## src/rtl/xlat_pkg.sv

```systemverilog
package xlat_pkg;

    localparam int unsigned PG_SHIFT = 12;
    localparam int unsigned LVL_BITS = 9;

    typedef enum logic [1:0] {
        PG_4K   = 2'd0,
        PG_2M   = 2'd1,
        PG_1G   = 2'd2,
        PG_RSVD = 2'd3
    } pg_size_e;

    typedef enum logic {
        ST_IDLE = 1'b0,
        ST_WALK = 1'b1
    } xl_state_e;

    // Number of page-number bits that lie inside the page for a given size.
    function automatic int unsigned vpn_lo_bits(pg_size_e sz);
        case (sz)
            PG_2M:   return LVL_BITS;
            PG_1G:   return 2 * LVL_BITS;
            default: return 0;
        endcase
    endfunction

endpackage

```

## src/rtl/xlat_match.sv

```systemverilog
module xlat_match
    import xlat_pkg::*;
#(
    parameter int N     = 16,
    parameter int VPN_W = 36,
    localparam int IDX_W = $clog2(N)
) (
    input  logic [N-1:0]     ent_vld,
    input  logic [VPN_W-1:0] ent_vpn [N],
    input  pg_size_e         ent_sz  [N],
    input  logic [VPN_W-1:0] look_vpn,
    output logic             hit,
    output logic [IDX_W-1:0] hit_idx
);

    logic [N-1:0] eq;

    for (genvar g = 0; g < N; g++) begin : g_cmp
        logic [VPN_W-1:0] keep;
        assign keep  = {VPN_W{1'b1}} << vpn_lo_bits(ent_sz[g]);
        assign eq[g] = ent_vld[g] && (((ent_vpn[g] ^ look_vpn) & keep) == '0);
    end

    always_comb begin
        hit     = |eq;
        hit_idx = '0;
        for (int i = N - 1; i >= 0; i--) begin
            if (eq[i]) hit_idx = IDX_W'(i);
        end
    end

endmodule

```

## src/rtl/xlat_victim.sv

```systemverilog
module xlat_victim #(
    parameter int N = 16,
    localparam int IDX_W = $clog2(N)
) (
    input  logic [N-1:0]     ent_vld,
    input  logic [IDX_W-1:0] rr_ptr,
    output logic [IDX_W-1:0] vic_idx,
    output logic             vic_from_rr
);

    always_comb begin
        vic_idx     = rr_ptr;
        vic_from_rr = 1'b1;
        for (int i = N - 1; i >= 0; i--) begin
            if (!ent_vld[i]) begin
                vic_idx     = IDX_W'(i);
                vic_from_rr = 1'b0;
            end
        end
    end

endmodule

```

## src/rtl/xlat_cache.sv

```systemverilog
module xlat_cache
    import xlat_pkg::*;
#(
    parameter int VA_W    = 48,
    parameter int PA_W    = 44,
    parameter int ENTRIES = 16,
    localparam int VPN_W  = VA_W - int'(PG_SHIFT),
    localparam int PFN_W  = PA_W - int'(PG_SHIFT)
) (
    input  logic             clk,
    input  logic             rst,
    input  logic             flush,
    input  logic             req_valid,
    output logic             req_ready,
    input  logic [VA_W-1:0]  req_vaddr,
    output logic             rsp_valid,
    output logic             rsp_hit,
    output logic             rsp_fault,
    output logic [PA_W-1:0]  rsp_paddr,
    output logic             walk_req_valid,
    output logic [VPN_W-1:0] walk_req_vpn,
    input  logic             walk_rsp_valid,
    input  logic [PFN_W-1:0] walk_rsp_pfn,
    input  logic [1:0]       walk_rsp_size,
    input  logic             walk_rsp_fault
);

    localparam int IDX_W = $clog2(ENTRIES);

    // Frame bits above the page size joined with virtual bits below it.
    function automatic logic [PA_W-1:0] make_pa(
        input logic [PFN_W-1:0] pfn,
        input pg_size_e         sz,
        input logic [VA_W-1:0]  va
    );
        logic [PA_W-1:0] hi_m;
        hi_m = {PA_W{1'b1}} << (PG_SHIFT + vpn_lo_bits(sz));
        return ({pfn, {PG_SHIFT{1'b0}}} & hi_m) | (PA_W'(va) & ~hi_m);
    endfunction

    // Entry storage
    logic [ENTRIES-1:0] ent_vld;
    logic [VPN_W-1:0]   ent_vpn [ENTRIES];
    logic [PFN_W-1:0]   ent_pfn [ENTRIES];
    pg_size_e           ent_sz  [ENTRIES];
    logic [IDX_W-1:0]   rr_ptr;

    // Control state
    xl_state_e          state;
    logic [VA_W-1:0]    pend_va;
    logic               drop_q;

    logic               hit;
    logic [IDX_W-1:0]   hit_idx;
    logic [IDX_W-1:0]   vic_idx;
    logic               vic_from_rr;
    logic               accept;
    logic               walk_done;
    logic               install;
    pg_size_e           rsp_sz;

    assign rsp_sz    = pg_size_e'(walk_rsp_size);
    assign req_ready = (state == ST_IDLE) && !flush;
    assign accept    = req_valid && req_ready;
    assign walk_done = (state == ST_WALK) && walk_rsp_valid;
    assign install   = walk_done && !walk_rsp_fault && !drop_q && !flush;

    assign walk_req_valid = (state == ST_WALK);
    assign walk_req_vpn   = pend_va[VA_W-1:PG_SHIFT];

    xlat_match #(.N(ENTRIES), .VPN_W(VPN_W)) match_i (
        .ent_vld  (ent_vld),
        .ent_vpn  (ent_vpn),
        .ent_sz   (ent_sz),
        .look_vpn (req_vaddr[VA_W-1:PG_SHIFT]),
        .hit      (hit),
        .hit_idx  (hit_idx)
    );

    xlat_victim #(.N(ENTRIES)) victim_i (
        .ent_vld     (ent_vld),
        .rr_ptr      (rr_ptr),
        .vic_idx     (vic_idx),
        .vic_from_rr (vic_from_rr)
    );

    // Request sequencing and response register
    always_ff @(posedge clk) begin
        if (rst) begin
            state     <= ST_IDLE;
            pend_va   <= '0;
            drop_q    <= 1'b0;
            rsp_valid <= 1'b0;
            rsp_hit   <= 1'b0;
            rsp_fault <= 1'b0;
            rsp_paddr <= '0;
        end else begin
            rsp_valid <= 1'b0;
            case (state)
                ST_IDLE: begin
                    if (accept) begin
                        if (hit) begin
                            rsp_valid <= 1'b1;
                            rsp_hit   <= 1'b1;
                            rsp_fault <= 1'b0;
                            rsp_paddr <= make_pa(ent_pfn[hit_idx], ent_sz[hit_idx], req_vaddr);
                        end else begin
                            state   <= ST_WALK;
                            pend_va <= req_vaddr;
                            drop_q  <= 1'b0;
                        end
                    end
                end
                ST_WALK: begin
                    if (flush) drop_q <= 1'b1;
                    if (walk_rsp_valid) begin
                        state  <= ST_IDLE;
                        drop_q <= 1'b0;
                        if (!drop_q && !flush) begin
                            rsp_valid <= 1'b1;
                            rsp_hit   <= 1'b0;
                            rsp_fault <= walk_rsp_fault;
                            rsp_paddr <= walk_rsp_fault ? '0
                                       : make_pa(walk_rsp_pfn, rsp_sz, pend_va);
                        end
                    end
                end
                default: state <= ST_IDLE;
            endcase
        end
    end

    // Valid bits and replacement pointer
    always_ff @(posedge clk) begin
        if (rst || flush) begin
            ent_vld <= '0;
            rr_ptr  <= '0;
        end else if (install) begin
            ent_vld[vic_idx] <= 1'b1;
            if (vic_from_rr) begin
                rr_ptr <= (rr_ptr == IDX_W'(ENTRIES - 1)) ? '0 : rr_ptr + 1'b1;
            end
        end
    end

    // Entry payload
    always_ff @(posedge clk) begin
        if (install) begin
            ent_vpn[vic_idx] <= pend_va[VA_W-1:PG_SHIFT];
            ent_pfn[vic_idx] <= walk_rsp_pfn;
            ent_sz[vic_idx]  <= rsp_sz;
        end
    end

endmodule

```

## config.mk

```make
export PLATFORM = sky130hd
export DESIGN_NAME = xlat_cache
export DESIGN_NICKNAME = d
export VERILOG_FILES = /design/src/rtl/xlat_pkg.sv /design/src/rtl/xlat_match.sv /design/src/rtl/xlat_victim.sv /design/src/rtl/xlat_cache.sv
export SDC_FILE = /design/constraint.sdc
export NUM_CORES = 2
export LEC_CHECK = 0
export CAP_MARGIN = 20
export CORE_AREA = 2 2 402 304
export CTS_CLUSTER_DIAMETER = 120
export DETAILED_ROUTE_END_ITERATION = 6
export DIE_AREA = 0 0 404 306
export DONT_BUFFER_PORTS = 1
export PLACE_DENSITY = 0.68
export SLEW_MARGIN = 40
export SYNTH_ARGS = -nofsm -noshare
export SYNTH_HDL_FRONTEND = slang
export SYNTH_SLANG_ARGS = --single-unit
```

## constraint.sdc

```tcl
create_clock -name clk -period 8 [get_ports clk]
set_input_delay 2 -clock clk [delete_from_list [all_inputs] [get_ports clk]]
set_output_delay 2 -clock clk [all_outputs]
set_load 0.01 [all_outputs]
```

==> results_dict.tcl <==
set metrics [dict create \
    setup_viol 0 \
    dpl-instance-area_um2 55200 \
    skew_ps 40.55 \
    ff2ff_setup_slack_ps 2690 \
    clk_pin_slew_ps 70 \
    cp.depth 19 \
    syn-cell-area_um2 53530 \
    grt_max_degree 128 \
    routed-via-count 31710 \
    cts_buffers 116 \
    die-area_um2 123600 \
    cts_tree "done" \
    grt.total_usage_pct 24.35 \
    htree_levels 3 \
    peakVddDrop_v 0.0001826 \
    io_buffers 0 \
    antenna_found_initial 3 \
    gp_congestion 0.9242 \
    fin_tns_setup_ps 0 \
    coreArea_um2 119500 \
    preCtsSetupSlack_ps 1138 \
    ys.flop_type "edfxtp_1" \
    status "complete, no violations" \
    cpMaxStageDelayCell "o41ai_4" \
    dieWidth_um 404 \
    power.leakage_uw 0.01974 \
    power_density_nw_per_um2 221.2 \
    synth-async-reset-ratio_pct 0 \
    worst_slew_pin_slew_ps 861.8 \
    cp_max_fo 26 \
    layout-drive-gt1-share_pct 11.94 \
    drt_iter0_markers 3807 \
    finalCritPeriodShare_pct 77.72 \
    wl_per_cell_um 28.25 \
    final_cell_mix "1120 x edfxtp_1, 407 x xnor2_1, 217 x nor2_1" \
    first_pass_iters 5 \
    grt_overflow 0 \
    relSlewSlack_pct 41.92 \
    slowest_delay_ps 640 \
    ctsHoldBuffers 0 \
    crit_family "compound AO/OA/AOI/OAI gates" \
    area_growth_pct 10.53 \
    ios 173 \
    final_antenna_net_count 0 \
    yosys_register_bits 1237 \
    cts-root-buf "clkbuf_16" \
    clk_path_buf_depth 3 \
    fin_crit_ps 6217 \
    reg2reg_to "rsp_paddr[21]" \
    dp_hpwl_um 95890 \
    start_kind "primary input" \
    vias_per_cell 5.875 \
    min_from "pend_va[3]" \
    hold_path_class "register to register" \
    yosysWarnings 0 \
    synth-edff-count 1120 \
    rsz0062_at_grt "false" \
    critPathRequiredTime_ps 8630 \
    initial_core_util_pct 44.81 \
    worstSetupPathType "primary input to register" \
    reg2regPathDepth 19 \
    num_rows 110 \
    hold_viol 0 \
    cts_sinks 1237 \
    fillers 10010 \
    cts_resized 0 \
    synth.avg_cell_area_um2 14.40 \
    regToRegStartpoint "ent_vpn[259]" \
    die_h_um 306 \
    final_common_cell "edfxtp_1" \
    ys_types 78 \
    grt_pass1_vias 30250 \
    arrival_ps 6840 \
    ys_seq_area_share_pct 67.20 \
    end_kind "register" \
    clk_latency_ps 740 \
    layout.nets 3845 \
    crit_chain "xnor2_1 -> nand3_1 -> o41ai_4 -> nand4_2 -> o21ai_1 -> or3b_4 -> o21bai_4 -> mux2i_1 -> mux2i_1 -> nand2_1 -> o21ai_0 -> mux2_2 -> ha_1 -> buf_4 -> a21oi_4 -> o211ai_1 -> a21oi_1 -> o21ai_0 -> o31a_1" \
    hold_end "rsp_paddr[3]" \
    syn-num-nets 3841 \
    grt_pass1_wl_um 218500 \
    post-cts-setup-buffers 0 \
    fmax_ghz 0.1608 \
    final_cell_area_um2 59170 \
    synthCells 3718 \
    cap_violations 0 \
    report.final.slew_viol_count 0 \
    finalWirelength_um 152500 \
    worst_slack_ps 1783 \
    crit_buf_inv 1 \
    min_path_cells 2 \
    drc_errors 0 \
    finalPower_uw 13090 \
]
-- cells by family after synthesis --
| logic type | share of synthesized area, % |
|---|---|
| AND/OR/NAND/NOR | 7.573 |
| buffers and inverters | 3.029 |
| XOR/XNOR | 9.440 |
| AO/OA/AOI/OAI | 5.736 |
| multiplexers | 6.203 |
| flip-flops | 67.20 |
| adder cells (fa/ha/maj) | 0.8180 |
-- per-layer routing --
layer	wire length (um)	track usage (%)	vias to the layer above
met1	64460	35.33	16030
met4	3228	5.423	0
met5	0	0	-
met2	68210	37.17	1630
li1	-	-	13850
met3	16570	5.858	195
-- worst max-delay path by stage --
stage / from / end / slack [ps]
5_1_grt: req_vaddr[13] / rsp_paddr[25] / 1530
3_5_place_dp: req_vaddr[16] / rsp_paddr[21] / 1140
6_report: req_vaddr[12] / rsp_paddr[21] / 1780
3_3_place_gp: req_vaddr[15] / rsp_paddr[21] / 950
2_1_floorplan: flush / ent_pfn[12][0] / 1540
4_1_cts: req_vaddr[12] / rsp_paddr[21] / 1920
-- registers in the layout, indices dropped and copies added (netlist names) --
| name | cells |
|---|---|
| walk_req_valid | 1 |
| rsp_hit | 1 |
| ent_vpn | 576 |
| rr_ptr | 4 |
| rsp_fault | 1 |
| ent_vld | 16 |
| rsp_valid | 1 |
| drop_q | 1 |
| rsp_paddr | 44 |
| ent_pfn | 512 |
| ent_sz | 32 |
| pend_va | 48 |
-- cell type report --
type | instances | area [um2] | share of cell area [%]
timing repair buffer | 107 | 994.7 | 1.681
tap | 1568 | 1962 | 3.316
clock inverter | 52 | 601.8 | 1.017
sequential | 1237 | 35980 | 60.82
antenna | 3 | 7.507 | 0.01269
inverter | 43 | 161.4 | 0.2728
clock buffer | 170 | 3298 | 5.574
multi-input combinational | 2217 | 16160 | 27.31
-- report_power, final --
group          internal (uW)  switching [uW]  leakage (uW)  total [uW]
sequential              7050            38.2        0.0108        7090
combinational            149             199       0.00702         348
clock                   3190            2460       0.00190        5650
-- per-stage QoR --
stage / instances / hold WS [ps] / utilization, %
floorplan: 3718 / 436.5 / -
global placement: 5163 / 436.1 / 46.04
detailed placement: 5170 / 446.2 / 46.21
CTS: 5392 / 452.2 / 49.47
global route: 5394 / 473.2 / 49.52
finish: 5397 / 450.2 / 49.53
-- synth_stat cells (all sizes together) (65+ instances only) --
library cell	number	share of area [%]
nand4	147	1.7
o21ai	118	1.1
mux2	118	2.5
o211ai	65	0.91
nand2	201	1.4
nand3	68	0.64
nor2	235	1.7
xor2	170	2.8
nor3	66	0.62
a21oi	98	0.94
mux2i	199	3.7
xnor2	407	6.7
edfxtp	1120	63
buf	165	2.3
dfxtp	117	4.4
-- tightest hold or removal path: cells and delay by family, from the launching register on --
kind            cells  cell delay [ps]
compound gates      1               50
flops               1              310
simple gates        1               50
(Power assumes the default switching activity.)
